**config.mk**
```make
export PLATFORM = sky130hd
export DESIGN_NAME = clk_src_frac_div
export DESIGN_NICKNAME = d
export VERILOG_FILES = /design/src/rtl/clk_src_div_pkg.sv /design/src/rtl/clk_src_sync.sv /design/src/rtl/clk_src_switch.sv /design/src/rtl/clk_frac_div.sv /design/src/rtl/clk_src_frac_div.sv
export SDC_FILE = /design/constraint.sdc
export NUM_CORES = 1
export LEC_CHECK = 0
export CORE_ASPECT_RATIO = 1.1
export CORE_UTILIZATION = 55
export DETAILED_ROUTE_END_ITERATION = 10
export DONT_BUFFER_PORTS = 1
export PLACE_DENSITY = 0.83
export SLEW_MARGIN = 20
export SYNTH_ARGS = -nofsm -noshare
export SYNTH_HDL_FRONTEND = slang
export SYNTH_HIERARCHICAL = 1
export SYNTH_SLANG_ARGS = --single-unit
export TNS_END_PERCENT = 10
```
**constraint.sdc**
```tcl
create_clock -name clk_i -period 3.9 [get_ports clk_i]
set_input_delay 0.975 -clock clk_i [delete_from_list [all_inputs] [get_ports clk_i]]
set_output_delay 0.975 -clock clk_i [all_outputs]
set_load 0.005 [all_outputs]
```
**src/rtl/clk_src_div_pkg.sv**
```systemverilog
package clk_src_div_pkg;
  localparam int REG_W       = 32;
  localparam int SEL_LSB     = 0;
  localparam int SEL_W       = 4;
  localparam int EN_BIT      = 4;
  localparam int DIV_POINT   = 12;
  localparam int MAX_SOURCES = 1 << SEL_W;
endpackage

```
**src/rtl/clk_src_sync.sv**
```systemverilog
module clk_src_sync #(
  parameter int N      = 16,
  parameter int STAGES = 2
) (
  input  logic         clk_i,
  input  logic         rst_ni,
  input  logic [N-1:0] d_i,
  output logic [N-1:0] q_o
);
  logic [N-1:0] stg_q [STAGES];

  always_ff @(posedge clk_i or negedge rst_ni)
    if (!rst_ni) stg_q[0] <= '0;
    else         stg_q[0] <= d_i;

  for (genvar s = 1; s < STAGES; s++) begin : g_stage
    always_ff @(posedge clk_i or negedge rst_ni)
      if (!rst_ni) stg_q[s] <= '0;
      else         stg_q[s] <= stg_q[s-1];
  end

  assign q_o = stg_q[STAGES-1];
endmodule

```
**src/rtl/clk_src_switch.sv**
```systemverilog
module clk_src_switch #(
  parameter int N     = 16,
  parameter int SEL_W = 4
) (
  input  logic             clk_i,
  input  logic             rst_ni,
  input  logic [N-1:0]     lvl_i,
  input  logic [SEL_W-1:0] sel_req_i,
  output logic             lvl_o
);
  logic [SEL_W-1:0] sel_q;
  logic [SEL_W-1:0] sel_req_eff;
  logic             old_lvl, new_lvl, do_switch;

  // out-of-range requests fall back to the ground input
  assign sel_req_eff = (int'(sel_req_i) < N) ? sel_req_i : '0;
  assign old_lvl     = lvl_i[sel_q];
  assign new_lvl     = lvl_i[sel_req_eff];
  assign do_switch   = (sel_req_eff != sel_q) && !old_lvl && !new_lvl;

  always_ff @(posedge clk_i or negedge rst_ni)
    if (!rst_ni)        sel_q <= '0;
    else if (do_switch) sel_q <= sel_req_eff;

  assign lvl_o = old_lvl;

  assert_quiet_switch_R10: assert property (@(posedge clk_i) disable iff (!rst_ni)
    (sel_q != $past(sel_q)) |-> (!$past(old_lvl) && !$past(new_lvl)));

  assert_sel_tracks_R3: assert property (@(posedge clk_i) disable iff (!rst_ni)
    (sel_q != $past(sel_q)) |-> (sel_q == $past(sel_req_eff)));
endmodule

```
**src/rtl/clk_frac_div.sv**
```systemverilog
module clk_frac_div #(
  parameter int INT_BITS  = 12,
  parameter int FRAC_BITS = 12,
  localparam int DW       = INT_BITS + FRAC_BITS,
  localparam int DWP      = (DW > 0) ? DW : 1
) (
  input  logic           clk_i,
  input  logic           rst_ni,
  input  logic           en_i,
  input  logic           lvl_i,
  input  logic [DWP-1:0] div_i,
  output logic           clk_o
);
  logic out_q;

  if (DW == 0) begin : g_pass
    logic unused_div;
    assign unused_div = ^div_i;

    always_ff @(posedge clk_i or negedge rst_ni)
      if (!rst_ni) out_q <= 1'b0;
      else         out_q <= en_i & lvl_i;

    assert_pass_R9: assert property (@(posedge clk_i) disable iff (!rst_ni)
      $rose(out_q) |-> $past(lvl_i));
  end else begin : g_acc
    localparam int AW = DW + 1;
    localparam logic [AW-1:0] ONE = AW'(1) << FRAC_BITS;

    logic [AW-1:0] acc_q, acc_sum, acc_rem, div_eff;
    logic          lvl_prev_q, ev, div_zero, hit;

    assign ev       = lvl_i ^ lvl_prev_q;
    assign div_zero = (div_i == '0);
    // sub-unity divisors clamp to 1.0
    assign div_eff  = ({1'b0, div_i} < ONE) ? ONE : {1'b0, div_i};
    assign acc_sum  = acc_q + ONE;
    assign hit      = (acc_sum >= div_eff);
    assign acc_rem  = acc_sum - div_eff;

    always_ff @(posedge clk_i or negedge rst_ni)
      if (!rst_ni) lvl_prev_q <= 1'b0;
      else         lvl_prev_q <= lvl_i;

    always_ff @(posedge clk_i or negedge rst_ni)
      if (!rst_ni) begin
        acc_q <= '0;
        out_q <= 1'b0;
      end else if (!en_i || div_zero) begin
        acc_q <= '0;
        out_q <= 1'b0;
      end else if (ev) begin
        if (hit) begin
          // divisor may have shrunk under a live accumulator
          acc_q <= (acc_rem >= div_eff) ? '0 : acc_rem;
          out_q <= ~out_q;
        end else begin
          acc_q <= acc_sum;
        end
      end else if (acc_q >= div_eff) begin
        acc_q <= '0;
      end

    assert_zero_div_stops_R7: assert property (@(posedge clk_i) disable iff (!rst_ni)
      (en_i && div_zero) |=> !out_q);

    assert_acc_bound_R6: assert property (@(posedge clk_i) disable iff (!rst_ni)
      (en_i && !div_zero) |=> (acc_q < $past(div_eff)));

    assert_one_toggle_R10: assert property (@(posedge clk_i) disable iff (!rst_ni)
      ($rose(out_q) || (en_i && $past(en_i) && !$past(div_zero) && $fell(out_q)))
        |-> $past(ev));
  end

  assign clk_o = out_q;
endmodule

```
**src/rtl/clk_src_frac_div.sv**
```systemverilog
module clk_src_frac_div
  import clk_src_div_pkg::*;
#(
  parameter int NUM_SRC     = 16,
  parameter int INT_BITS    = 12,
  parameter int FRAC_BITS   = 12,
  parameter int SYNC_STAGES = 2,
  localparam int DW         = INT_BITS + FRAC_BITS,
  localparam int DWP        = (DW > 0) ? DW : 1
) (
  input  logic               clk_i,
  input  logic               rst_ni,
  input  logic [REG_W-1:0]   ctrl_i,
  input  logic [REG_W-1:0]   div_i,
  input  logic [NUM_SRC-1:0] src_clk_i,
  output logic               clk_o,
  output logic               busy_o
);
  logic [NUM_SRC-1:0] src_gnd, src_sync;
  logic [DWP-1:0]     div_field;
  logic               en_q, sel_lvl;
  logic               unused_bits;

  assign unused_bits = ^{ctrl_i, div_i, src_clk_i[0]};
  assign src_gnd     = {src_clk_i[NUM_SRC-1:1], 1'b0};

  if (DW > 0) begin : g_field
    assign div_field = div_i[DIV_POINT-FRAC_BITS +: DWP];
  end else begin : g_nofield
    assign div_field = '0;
  end

  always_ff @(posedge clk_i or negedge rst_ni)
    if (!rst_ni) en_q <= 1'b0;
    else         en_q <= ctrl_i[EN_BIT];

  assign busy_o = en_q;

  clk_src_sync #(.N(NUM_SRC), .STAGES(SYNC_STAGES)) u_sync (
    .clk_i (clk_i),
    .rst_ni(rst_ni),
    .d_i   (src_gnd),
    .q_o   (src_sync)
  );

  clk_src_switch #(.N(NUM_SRC), .SEL_W(SEL_W)) u_switch (
    .clk_i    (clk_i),
    .rst_ni   (rst_ni),
    .lvl_i    (src_sync),
    .sel_req_i(ctrl_i[SEL_LSB +: SEL_W]),
    .lvl_o    (sel_lvl)
  );

  clk_frac_div #(.INT_BITS(INT_BITS), .FRAC_BITS(FRAC_BITS)) u_div (
    .clk_i (clk_i),
    .rst_ni(rst_ni),
    .en_i  (en_q),
    .lvl_i (sel_lvl),
    .div_i (div_field),
    .clk_o (clk_o)
  );

  assert_busy_follows_R2: assert property (@(posedge clk_i) disable iff (!rst_ni)
    ctrl_i[EN_BIT] |=> busy_o);

  assert_busy_drops_R2: assert property (@(posedge clk_i) disable iff (!rst_ni)
    !ctrl_i[EN_BIT] |=> !busy_o);

  assert_gated_low_R1: assert property (@(posedge clk_i) disable iff (!rst_ni)
    !busy_o |=> !clk_o);

  assert_ground_src_R4: assert property (@(posedge clk_i) disable iff (!rst_ni)
    !src_sync[0]);
endmodule

```
==> summary.md <==
| Metric | Value |
|---|---|
| Run status | finished, violations left |
| Failing checks | setup timing |
| Pre-Repair DR Iteration Count | 6 |
| First-pass GRT wire length | about 25000 um |
| Hold_buf cts | 0 |
| Register bit total from synthesis | between 60 and 70 |
| Gr ovfl total | 0 |
| Register area share after synthesis | 31.03% |
| Clock Tree Buf Depth | 2 |
| Routed WL | 18850 um |
| Clk root buf | clkbuf_8 |
| Crit-path cells | nor4_4 -> nand3_2 -> buf_8 -> nand2_4 -> ha_4 -> nor2b_4 -> o31a_1 -> o31ai_4 -> nand2_2 -> nor2_2 -> o21bai_1 -> xor2_1 -> ha_1 -> nand4_1 -> buf_4 -> nor4_4 -> nand2_1 -> a211oi_2 -> nor2_2 -> and3_4 -> clkbuf_16 -> a221o_1 |
| Startpoint Class | input port |
| Largest net degree at the start of global routing | 65 |
| Post-synth top area share | 31.03% |
| Max-slew violations | 0 |
| Most frequent cells in the layout | buf_4 (150), dfrtp_1 (64), ha_1 (54) |
| Vias/cell | 6.703 |
| CP required | 4.14 ns |
| Post-route insts no fill | slightly below 800 |
| Commonest non-fill, non-tap cell in the layout | buf_4 |
| Worst-Skew Late Latency | 0.36 ns |
| Vias | 5309 |
| Fill cells | ~500 |
| Die span in y | 103.6 um |
| Antenna violations before repair | 0 |
| CP arrival | 5.50 ns |
| Post-route ant nets | 0 |
| DR WL/cell | 23.80 um |
| GP Congestion | between 0.9 and 1 |
| Port Buffers | 0 |
| Fin Hold WS | 0.2971 ns |
| I/O Pins | 84 |
| Inst Count DP | about 750 |
| Share of layout cells above drive strength 1 | 35.55% |
| Hold Vio Cnt, Final | 0 |
| PwrDens | 528.7 nW/um2 |
| Dpl hpwl | 11460 um |
| # DRC | 0 |
| FFs w/ async S/R, synth | 100.0% |
| Setup WS post-layout | -1.357 ns |
| Fin area | 6944 um2 |
| Fin nets | 818 |
| Diode count | 0 |
| Die width | 94.36 um |
| Die area | slightly below 10000 um2 |
| Mapped Area | 5161 um2 |
| RSZ-0062 raised after global routing | yes |
| GRT Overall Usage | 33.55% |
| Max incr delay on CP | 0.40 ns |
| Crit Path Class | input port to register |
| DR iter-0 viols | 629 |
| Post-synth top flop | dfrtp_1 |
| Fmax | 190.2 MHz |
| Distinct cells, synth | 65 |
| Class of the worst hold path | input port to asynchronous set/reset pin |
| Final period utilization | 134.8% |
| Yosys top cell by area | dfrtp_1 |
| Clk sink count | 64 |
| H-Tree Depth | 3 |
| Site row count | 36 |
| Placed Area | about 6200 um2 |
| TritonCTS clock tree | done |
| CP max FO | 5 |
| Clock buffer count from CTS | 9 |
| Peak VDD IR | 254.7 uV |
| Tmin final | 5.257 ns |
| Worst Max-Slew Pin Slew | 0.5590 ns |
| CTS clk-pin slew, worst paths | approximately 0.090 ns |
| Final Util | around 77% |
| Core area | between 8000 and 9000 um2 |
| Slowest CP cell | nor4_4 |
| Vias in the first global route | 5118 |
| Clk_skew | 0.01823 ns |
| Cell count after synthesis | 534 |
| Slew Limit Headroom | 62.34% |
| CP endpoint kind | register |
| Warnings from Yosys | 6 |
| Number of synthesized flops with an enable pin | 0 |
| Final Power | 3.672 mW |
| Syn nets | 679 |
| Leading post-synthesis cells by cell area | dfrtp_1 (31%), ha_1 (15%), xnor2_1 (3.4%) |
| Pre-CTS setup slack | -1.454 ns |
| Area grow syn2layout | 34.55% |
| Starting Density | 57.58% |
| Setup TNS | -30.47 ns |
| Setup-failing EPs final | 25 |
| MaxCap Viol Count | 0 |
| Post-Syn Area per Cell | 9.665 um2 |
| Leak | 3.367 nW |
## repair_timing
item	4_1_cts	5_1_grt
pin swaps	13	58
cloned	0	2
endpoints found under the hold margin	0	0
resized for setup	15	39
endpoints found under the setup margin	24	24
buffers inserted	9	17
## sequential cells by signal, summed over array words and instances, names as in the netlist
register,count
busy_o,1
u_sync/q_o,16
u_div/clk_o,1
u_switch/sel_q,4
u_div/g_acc.lvl_prev_q,1
u_sync/stg_q,16
u_div/g_acc.acc_q,25
## per-layer routing
metal	GRT usage (%)	part of all wire [%]	vias to the layer above
li1	-	-	2262
met3	7.269	10	144
met4	19.67	7.4	0
met1	38.78	35	2478
met2	55.95	47	425
met5	0	0	-
## layout make-up
| type | count | area (um2) | share of cell area, % |
|---|---|---|---|
| flip-flops and latches | 64 | 1602 | 23.06 |
| repair buffers | 160 | 1318 | 18.97 |
| well taps | 114 | 142.6 | 2.054 |
| clock inverters | 7 | 78.83 | 1.135 |
| multi-input cells | 412 | 3582 | 51.59 |
| clock buffers | 9 | 123.9 | 1.784 |
| inverters | 26 | 97.59 | 1.405 |
## synth_stat cells, types with 4 or more instances
library cell  count
dfrtp_1          64
nand3b_1          4
a21oi_1          29
xnor2_1          20
nand2b_1          5
nand2_1          33
nand4_1          14
mux2i_1           5
mux4_1            4
a211oi_1          9
nor2b_1           8
nor2_1           27
and3_1            4
nor3_1            7
a21o_1           15
o21ai_0          19
xor2_1           16
o21bai_1          9
ha_1             62
inv_1            26
o21a_1            9
nor4_1           13
nand3_1          15
a31oi_1           5
buf_4            17
a22o_1           14
clkbuf_1          7
buf_2             5
a221o_1          10
## worst max-delay path: cells and delay by family
kind                     cells  cell delay [ns]
AND/OR/NAND/NOR             11             1.89
buffers and inverters        3             0.54
adder cells (fa/ha/maj)      2             0.52
XOR/XNOR                     1             0.19
AO/OA/AOI/OAI                5             1.39
## kinds of logic (layout without fill, tap and decap cells)
logic type	after synthesis	count (layout)	synth area share (%)
buffers and inverters	58	202	6.012
flip-flops	64	64	31.03
AND/OR/NAND/NOR	146	146	14.69
AO/OA/AOI/OAI	148	148	20.97
other	2	2	0.1455
multiplexers	17	17	5.624
adder cells (fa/ha/maj)	63	63	15.42
XOR/XNOR	36	36	6.109
## final timing paths
kind                                 startpoint               endpoint  slack, ns  cells past startpoint
min reg2reg                    u_sync/stg_q[22]          u_sync/q_o[6]       0.35                      0
max in group asynchronous                rst_ni       u_sync/stg_q[18]       3.48                      0
min                                      rst_ni   u_div/g_acc.acc_q[6]       0.30                      0
max                                   div_i[22]  u_div/g_acc.acc_q[19]      -1.36                     22
min in group clk_i             u_sync/stg_q[22]          u_sync/q_o[6]       0.35                      0
max reg2reg                u_div/g_acc.acc_q[0]  u_div/g_acc.acc_q[19]      -0.64                     19
## power by group
group	switching, mW	total [mW]	internal, mW	leakage, nW
clock	0.297	0.597	0.300	0.0925
sequential	0.105	0.858	0.753	0.800
combinational	1.09	2.22	1.12	2.47
total	1.50	3.67	2.18	3.37
Power figures use the tool's default switching activity.
